`src/rtl/split_row_pkg.sv`:
```
// Shared constants and helpers for the split-row memory.
// Assumes a fixed 32-bit word built from four 8-bit lanes.
package split_row_pkg;
    localparam int LANES  = 4;
    localparam int BYTE_W = 8;
    localparam int WORD_W = LANES * BYTE_W;
    localparam int OFF_W  = $clog2(LANES);

    typedef logic [LANES-1:0][BYTE_W-1:0] lane_bytes_t;

    // Lane-to-word byte index: which word byte lands on lane i at offset k.
    function automatic logic [OFF_W-1:0] word_idx(input logic [OFF_W-1:0] lane,
                                                  input logic [OFF_W-1:0] k);
        return lane - k;
    endfunction
endpackage

```
`src/rtl/lane_bank.sv`:
```
// One byte-wide bank with a registered read port.
// Assumes write and read are never requested together for the same bank.
// Contents are not reset; only the read register is.
module lane_bank #(
    parameter int ROW_W = 4
) (
    input  logic             clk,
    input  logic             rst_n,
    input  logic             wr_en,
    input  logic             rd_en,
    input  logic [ROW_W-1:0] row,
    input  logic [7:0]       din,
    output logic [7:0]       dout
);
    localparam int DEPTH = 1 << ROW_W;

    logic [7:0] cells [DEPTH];

    // Store the lane byte at its row.
    always_ff @(posedge clk) begin
        if (wr_en) cells[row] <= din;
    end

    // Capture the selected row on a read; hold otherwise.
    always_ff @(posedge clk) begin
        if (!rst_n)     dout <= '0;
        else if (rd_en) dout <= cells[row];
    end

    assert_bank_hold_R7: assert property (@(posedge clk) disable iff (!rst_n)
        !rd_en |=> $stable(dout));
endmodule

```
`src/rtl/row_steer.sv`:
```
// Works out each lane's row and routes write bytes and enables to lanes.
// Purely combinational. The lanes below the offset take the row plus one,
// and the row wraps modulo 2**ROW_W.
module row_steer
    import split_row_pkg::*;
#(
    parameter int ROW_W = 4
) (
    input  logic [ROW_W-1:0]            base_row,
    input  logic [OFF_W-1:0]            off,
    input  logic [WORD_W-1:0]           wdata,
    input  logic [LANES-1:0]            wbe,
    output logic [LANES-1:0]            plus_one,
    output logic [LANES-1:0][ROW_W-1:0] lane_row,
    output lane_bytes_t                 lane_din,
    output logic [LANES-1:0]            lane_be
);
    for (genvar i = 0; i < LANES; i++) begin : g_lane
        logic [OFF_W-1:0] src;

        // Decide the carry, the row and the routed byte for lane i.
        always_comb begin
            plus_one[i] = OFF_W'(i) < off;
            lane_row[i] = base_row + ROW_W'(plus_one[i]);
            src         = word_idx(OFF_W'(i), off);
            lane_din[i] = wdata[src*BYTE_W +: BYTE_W];
            lane_be[i]  = wbe[src];
        end
    end
endmodule

```
`src/rtl/read_align.sv`:
```
// Rotates the registered lane outputs so the start byte lands in bits 7:0.
// Remembers the offset of the last read, so the output stays put between reads.
module read_align
    import split_row_pkg::*;
(
    input  logic              clk,
    input  logic              rst_n,
    input  logic              rd_en,
    input  logic [OFF_W-1:0]  off,
    input  lane_bytes_t       lane_dout,
    output logic [WORD_W-1:0] rdata
);
    logic [OFF_W-1:0] off_q;

    // Keep the offset that goes with the bank outputs.
    always_ff @(posedge clk) begin
        if (!rst_n)     off_q <= '0;
        else if (rd_en) off_q <= off;
    end

    for (genvar j = 0; j < LANES; j++) begin : g_out
        logic [OFF_W-1:0] lane;
        assign lane = OFF_W'(j) + off_q;
        assign rdata[j*BYTE_W +: BYTE_W] = lane_dout[lane];
    end
endmodule

```
`src/rtl/split_row_mem.sv`:
```
// Byte-addressable 32-bit memory. Any start address completes in one cycle:
// the lanes below the offset use the next row. Reads have one cycle of latency.
// Assumes en/we/addr are synchronous to clk.
module split_row_mem
    import split_row_pkg::*;
#(
    parameter int ROW_W = 4
) (
    input  logic                   clk,
    input  logic                   rst_n,
    input  logic                   en,
    input  logic                   we,
    input  logic [ROW_W+OFF_W-1:0] addr,
    input  logic [WORD_W-1:0]      wdata,
    input  logic [LANES-1:0]       wbe,
    output logic [WORD_W-1:0]      rdata,
    output logic                   rvalid
);
    logic [ROW_W-1:0]            base_row;
    logic [OFF_W-1:0]            off;
    logic [LANES-1:0]            plus_one;
    logic [LANES-1:0][ROW_W-1:0] lane_row;
    lane_bytes_t                 lane_din;
    lane_bytes_t                 lane_dout;
    logic [LANES-1:0]            lane_be;
    logic                        rd_req;
    logic                        wr_req;

    assign base_row = addr[ROW_W+OFF_W-1:OFF_W];
    assign off      = addr[OFF_W-1:0];
    assign rd_req   = en && !we;
    assign wr_req   = en && we;

    row_steer #(.ROW_W(ROW_W)) u_steer (
        .base_row (base_row),
        .off      (off),
        .wdata    (wdata),
        .wbe      (wbe),
        .plus_one (plus_one),
        .lane_row (lane_row),
        .lane_din (lane_din),
        .lane_be  (lane_be)
    );

    for (genvar i = 0; i < LANES; i++) begin : g_bank
        lane_bank #(.ROW_W(ROW_W)) u_bank (
            .clk   (clk),
            .rst_n (rst_n),
            .wr_en (wr_req && lane_be[i]),
            .rd_en (rd_req),
            .row   (lane_row[i]),
            .din   (lane_din[i]),
            .dout  (lane_dout[i])
        );
    end

    read_align u_align (
        .clk       (clk),
        .rst_n     (rst_n),
        .rd_en     (rd_req),
        .off       (off),
        .lane_dout (lane_dout),
        .rdata     (rdata)
    );

    // Flag the cycle that carries read data.
    always_ff @(posedge clk) begin
        if (!rst_n) rvalid <= 1'b0;
        else        rvalid <= rd_req;
    end

    assert_rvalid_R2: assert property (@(posedge clk) disable iff (!rst_n)
        rd_req |=> rvalid);
    assert_rvalid_low_R2: assert property (@(posedge clk) disable iff (!rst_n)
        !rd_req |=> !rvalid);
    assert_carry_lanes_R3: assert property (@(posedge clk) disable iff (!rst_n)
        en |-> ($countones(plus_one) == int'(off)));
    assert_be_count_R5: assert property (@(posedge clk) disable iff (!rst_n)
        wr_req |-> ($countones(lane_be) == $countones(wbe)));
    assert_wrap_R6: assert property (@(posedge clk) disable iff (!rst_n)
        (en && off != '0 && base_row == '1) |-> (lane_row[0] == '0));
    assert_idle_hold_R7: assert property (@(posedge clk) disable iff (!rst_n)
        !rd_req |=> $stable(rdata));
endmodule

```
`config.mk`:
```
export PLATFORM = sky130hd
export DESIGN_NAME = split_row_mem
export DESIGN_NICKNAME = d
export VERILOG_FILES = /design/src/rtl/split_row_pkg.sv /design/src/rtl/lane_bank.sv /design/src/rtl/row_steer.sv /design/src/rtl/read_align.sv /design/src/rtl/split_row_mem.sv
export SDC_FILE = /design/constraint.sdc
export NUM_CORES = 1
export LEC_CHECK = 0
export ABC_AREA = 1
export BUFFER_PORTS_ARGS = -buffer_cell sky130_fd_sc_hd__buf_2
export CAP_MARGIN = 15
export CORE_MARGIN = 2
export CORE_UTILIZATION = 55
export DETAILED_ROUTE_END_ITERATION = 7
export PLACE_DENSITY = 0.8
export SLEW_MARGIN = 20
export SYNTH_ARGS = -nofsm -noshare
export SYNTH_HDL_FRONTEND = slang
export SYNTH_SLANG_ARGS = --single-unit
```
`constraint.sdc`:
```
create_clock -name clk -period 2.9 [get_ports clk]
set_input_delay 0 -clock clk [delete_from_list [all_inputs] [get_ports clk]]
set_output_delay 0 -clock clk [all_outputs]
set_load 0.05 [all_outputs]
```
Word-level counts from Yosys, hierarchy flattened
Memory sizes are Yosys's and may differ from the RTL's. A register that Yosys moved wholly into a read port is not among the register bits. Index checks and enable logic that the tools add are counted.

$add $sub $neg: 11. Multipliers: 0. Div/mod/pow operators: 0. Magnitude comparators: 12. Equality and inequality tests: 0. Shift-type cells: 4. Muxes and demuxes: 24. Bitwise operators: 0. Reduce and logical (&&, ||, !) cells: 11.

Operators by type and width (count): 32-bit by 6-bit variable part select with 8-bit output (4); 8-bit binary-select mux with 2-bit select (4); 8-bit 2-to-1 mux (4); 2-bit by 3-bit less-than comparator with 1-bit output, second input constant (8); 4-bit by 1-bit adder with 4-bit output (4); 1-bit 2-to-1 mux (12); 1-bit binary-select mux with 2-bit select (4); 1-bit logical AND (6); 1-bit logical NOT (5); 2-bit adder, first input constant (2); 1-bit by 2-bit less-than comparator with 1-bit output, first input constant (2); 2-bit less-than comparator, first input constant (2); 1-bit by 2-bit subtractor with 2-bit output, first input constant (2); 2-bit subtractor, first input constant (2); 1-bit by 2-bit adder with 2-bit output, first input constant (1).

Flip-flop bits (word level): 3. Bits in latches: 0. Memory bits (writable): 512. Memory bits (read-only): 0. Input bits: 46. Output and inout bits: 33. Word-level logic and storage cells: 68. Memories kept: 4.

Memories: g_bank[0].u_bank.cells (words 16, width 8, rd ports 1, clocked after Yosys merged registers in 1, write ports 1, line lane_bank.sv:17) `logic [7:0] cells [DEPTH];`; g_bank[1].u_bank.cells (words 16, width 8, rd ports 1, clocked after Yosys merged registers in 1, write ports 1, line lane_bank.sv:17); g_bank[2].u_bank.cells (words 16, width 8, rd ports 1, clocked after Yosys merged registers in 1, write ports 1, line lane_bank.sv:17); g_bank[3].u_bank.cells (words 16, width 8, rd ports 1, clocked after Yosys merged registers in 1, write ports 1, line lane_bank.sv:17).

Longest topological paths before layout
Depth after elaboration: 6. Depth in mapped cells: 18.

Cells and area by module
From an unflattened synthesis, not the netlist that was laid out.

Cells, all modules: 2597. Area total of the unflattened synthesis: 24708.7 µm².

By module, submodules not included: lane_bank (instances 4, cells each 520, area an instance 5572.8 µm², seq. area each 4003.8 µm²); row_steer (instances 1, cells each 265, area an instance 1308.8 µm², seq. area each 0.0 µm²); read_align (instances 1, cells each 237, area an instance 1033.5 µm², seq. area each 40.0 µm²); split_row_mem (instances 1, cells each 15, area an instance 75.1 µm², seq. area each 20.0 µm²).

Worst setup path after synthesis
Ideal clock, no wire load.

Path type: input -> register. Start: input port addr[1]. End: memory g_bank[0].u_bank.cells[5][0], enable pin. Library setup time: 370 ps. Arrival: 2249 ps. Data required time: 2530 ps. Setup slack: 281 ps. Cell stages on the path: 11. Buffers on the path: 5. Path through: buf_2 inv_1 clkbuf_1 clkbuf_1 ha_1 inv_1 ha_1 buf_4 clkbuf_1 nand3_1 nor2_1.

Longest elaborated chain between the ends: 6.

RTL lines: from (decl) (line split_row_mem.sv:13) `input logic [ROW_W+OFF_W-1:0] addr,`; 1-bit by 2-bit subtractor with 2-bit output (line split_row_pkg.sv:14) `return lane - k;`; 1-bit binary-select mux with 2-bit select (line row_steer.sv:27) `lane_be[i] = wbe[src];`; 1-bit 2-to-1 mux (not written as such) (line row_steer.sv:27); 1-bit logical AND (line split_row_mem.sv:49) `.wr_en (wr_req && lane_be[i]),`; 1-bit 2-to-1 mux (line lane_bank.sv:21) `if (wr_en) cells[row] <= din;`; 1-bit 2-to-1 mux (not written as such) (line lane_bank.sv:21); to (decl) (line lane_bank.sv:17).

Several ways; a longest one is shown, not always the timed one. The select of a mux whose other input is x is not followed.

Worst setup path after layout
Start: input port addr[0]. End: memory g_bank[0].u_bank.cells[2][1], enable pin.

Same word-level chain as after synthesis.

==> impl_metrics.json <==
{
  "status": "completed",
  "die_x_um": 210,
  "antenna_found_initial": 0,
  "route.met2.wl_um": 26800,
  "min_period_ns": 2.56,
  "wl_met3_um": 5930,
  "maxUsedRoutingLayer": "met4",
  "drt_first_iter_violations": 2229,
  "start_util": 0.555,
  "clockRootBuffer": "clkbuf_16",
  "syn_avg_cell_area_um2": 11.2,
  "synth-edff-count": 512,
  "vias_per_cell": 5.81,
  "crit_fanout": 15,
  "p_leak_nw": 9.69,
  "min_path_type": "input port to flip-flop",
  "final_nets": 2271,
  "cts.clk_slew.worst_paths_ns": 0.06,
  "critPathArrivalTime_ns": 2.77,
  "yosysWarnings": 0,
  "setup_violations": 0,
  "skew_ns": 0.0176,
  "overflow": 0,
  "p_per_area_nw_per_um2": 676,
  "wl_per_cell_um": 20.4,
  "fp.coreArea_um2": 41900,
  "synth-main-ff-cell": "edfxtp_1",
  "cts_resized": 0,
  "synth.largest_area_cell": "edfxtp_1",
  "hold_ws_ns": 0.0392,
  "tightest_slew_ns": 0.803,
  "io_buffers": 78,
  "dp_hpwl_um": 37900,
  "ios": 79,
  "grt_use_total": 0.261,
  "die_h_um": 210,
  "synth.area.top_cells": "edfxtp_1 (66%), nand2_1 (11%), o21ai_0 (3.1%), dfxtp_1 (3.0%), nor2_1 (2.9%)",
  "fin_crit_sh": 0.884,
  "grt_max_degree": 46,
  "ant_nets": 0,
  "diodes": 0,
  "cp-end-kind": "flip-flop",
  "cts.sinks": 547,
  "slew_viol_final": 0,
  "area_growth_pct": 13.4,
  "wl_met1_um": 22400,
  "ys_seq_elements": 547,
  "rows": 75,
  "cts_setup_buffers": 0,
  "clk_latency_ns": 0.58,
  "crit_type": "input port to flip-flop",
  "vdd_ir_drop_max_mv": 0.426,
  "fmax_ghz": 0.390,
  "syn_inst": 2074,
  "routed_wl_um": 57000,
  "grt_pass1_vias": 15450,
  "synth-seq-area-share": 0.692,
  "cap_violations": 0,
  "tritoncts": "built",
  "synth_cell_types": 32,
  "synthArstFlopShare": 0,
  "slew_headroom": 0.463,
  "gp_congestion": 0.904,
  "dp.cells": 2697,
  "drt_pass1_iterations": 6,
  "hold_viol": 0,
  "vias": 16225,
  "p_total_mw": 17.8,
  "drc": 0,
  "syn_area_um2": 23200,
  "finalSetupTns_ns": 0,
  "synth_top_area_share": 0.662,
  "cts_buffers": 52,
  "synth_nets": 2129,
  "clk_path_buf_depth": 3,
  "drive_gt1_frac": 0.131,
  "start_kind": "input port",
  "critical_path_required_ns": 3.11,
  "grt_pass1_wl_um": 87700,
  "rsz0062_at_grt": "no",
  "dieArea_um2": 43900,
  "cts_max_level": 2,
  "fin_cells": 2795
}
[cell usage in the layout, fill, tap and decap left out, types with 2 or more instances in the layout]
cell type        n
nand3_1         94
bufinv_16        4
clkbuf_8         5
nand4_1         24
dfxtp_1         34
inv_6            2
dlygate4sd3_1    4
nand3_4          3
mux2i_1         34
o21ai_0        126
a31oi_1          2
nand2_2          2
nor2_2           7
buf_2           78
xor2_2           3
inv_1           76
o21ai_1         22
nand2_1        698
clkbuf_1        13
inv_2            6
a21oi_1         28
clkbuf_16       53
clkinv_2         7
nor2_1         180
ha_1             8
clkinvlp_4       3
buf_4          102
inv_4            2
nor2_4           9
a22oi_1         88
xor2_4           3
edfxtp_1       512
o211ai_1         8
clkinv_1         9
buf_12           2
[routing by layer]
| metal | up-vias | GRT usage |
|---|---|---|
| li1 | 7470 | - |
| met1 | 7727 | 0.360 |
| met2 | 909 | 0.422 |
| met3 | 119 | 0.0489 |
| met4 | 0 | 0.0905 |
| met5 | - | 0 |
[power by group]
group | total, mW | internal (mW) | switching (mW)
logic | 2.22 | 0.587 | 1.63
clock network | 6.64 | 3.83 | 2.81
registers | 8.95 | 8.89 | 0.0597
[state kept, by name, summed over array words and instances (netlist names)]
register             flops
g_bank.u_bank.cells    512
u_align.off_q            2
g_bank.u_bank.dout      32
rvalid                   1
[through the flow]
| step | utilization | instance area (um^2) | setup WS (ns) |
|---|---|---|---|
| floorplan | - | 23200 | 0.281 |
| global placement | 0.589 | 24600 | 0.350 |
| detailed placement | 0.589 | 24600 | 0.315 |
| CTS | 0.629 | 26300 | 0.378 |
| global route | 0.629 | 26300 | 0.189 |
| finish | 0.629 | 26300 | 0.337 |
[cells in the mapped netlist (6+ instances only)]
master    count
nor2_4        8
inv_1        76
o211ai_1      8
nor2_1      182
nand2_1     698
nand4_1      24
clkbuf_1     31
o21ai_1       6
edfxtp_1    512
a21oi_1      28
ha_1          9
a22oi_1      88
dfxtp_1      35
mux2i_1      34
nor2_2        6
inv_2         6
nand3_1      94
buf_2        54
o21ai_0     142
[critical path, cell delays in order]
cell and delay (ns):
dlygate4sd3_1 0.52, buf_2 0.22, inv_1 0.12, ha_1 0.21
inv_1 0.09, ha_2 0.28, inv_1 0.35, nand3_1 0.32
nor2_1 0.64
[path summary, 6_finish.rpt]
| path | slack (ns) | endpoint | depth (start not counted) | startpoint |
|---|---|---|---|---|
| worst max-delay path | 0.34 | g_bank[0].u_bank.cells[2][1] | 9 | addr[0] |
| worst min-delay path | 0.04 | u_align.off_q[1] | 4 | addr[1] |
| worst max register to register | 1.36 | u_align.off_q[0] | 3 | u_align.off_q[0] |
| worst min register to register | 0.50 | g_bank[0].u_bank.dout[6] | 2 | g_bank[0].u_bank.dout[6] |
[kinds of logic (layout without fill, tap and decap cells)]
family                     count (synthesis)  after routing  synth area share
and+or+nand+nor                         1018           1018             0.178
DFF                                      547            547             0.692
AOI/OAI and AO/OA                        274            274            0.0695
buffers and inverters                    184            366            0.0350
muxes                                     34             34            0.0146
adders and majority gates                  9              9           0.00485
xor gates and xnor gates                   8              8           0.00641
[final cells by class]
type | instances | area, um^2
Inverter | 86 | 328
Fill cell | 3072 | 15500
Tap cell | 539 | 674
Timing Repair Buffer | 186 | 1240
Clock buffer | 71 | 1440
Sequential cell | 547 | 16100
Multi-Input combinational cell | 1343 | 6360
Clock inverter | 23 | 221
[what timing repair did]
item / in CTS / in global routing
hold buffers: 4 / 0
endpoints found under the hold margin: 33 / 0
endpoints found under the setup margin: 0 / 0
Power figures use the tool's default switching activity.
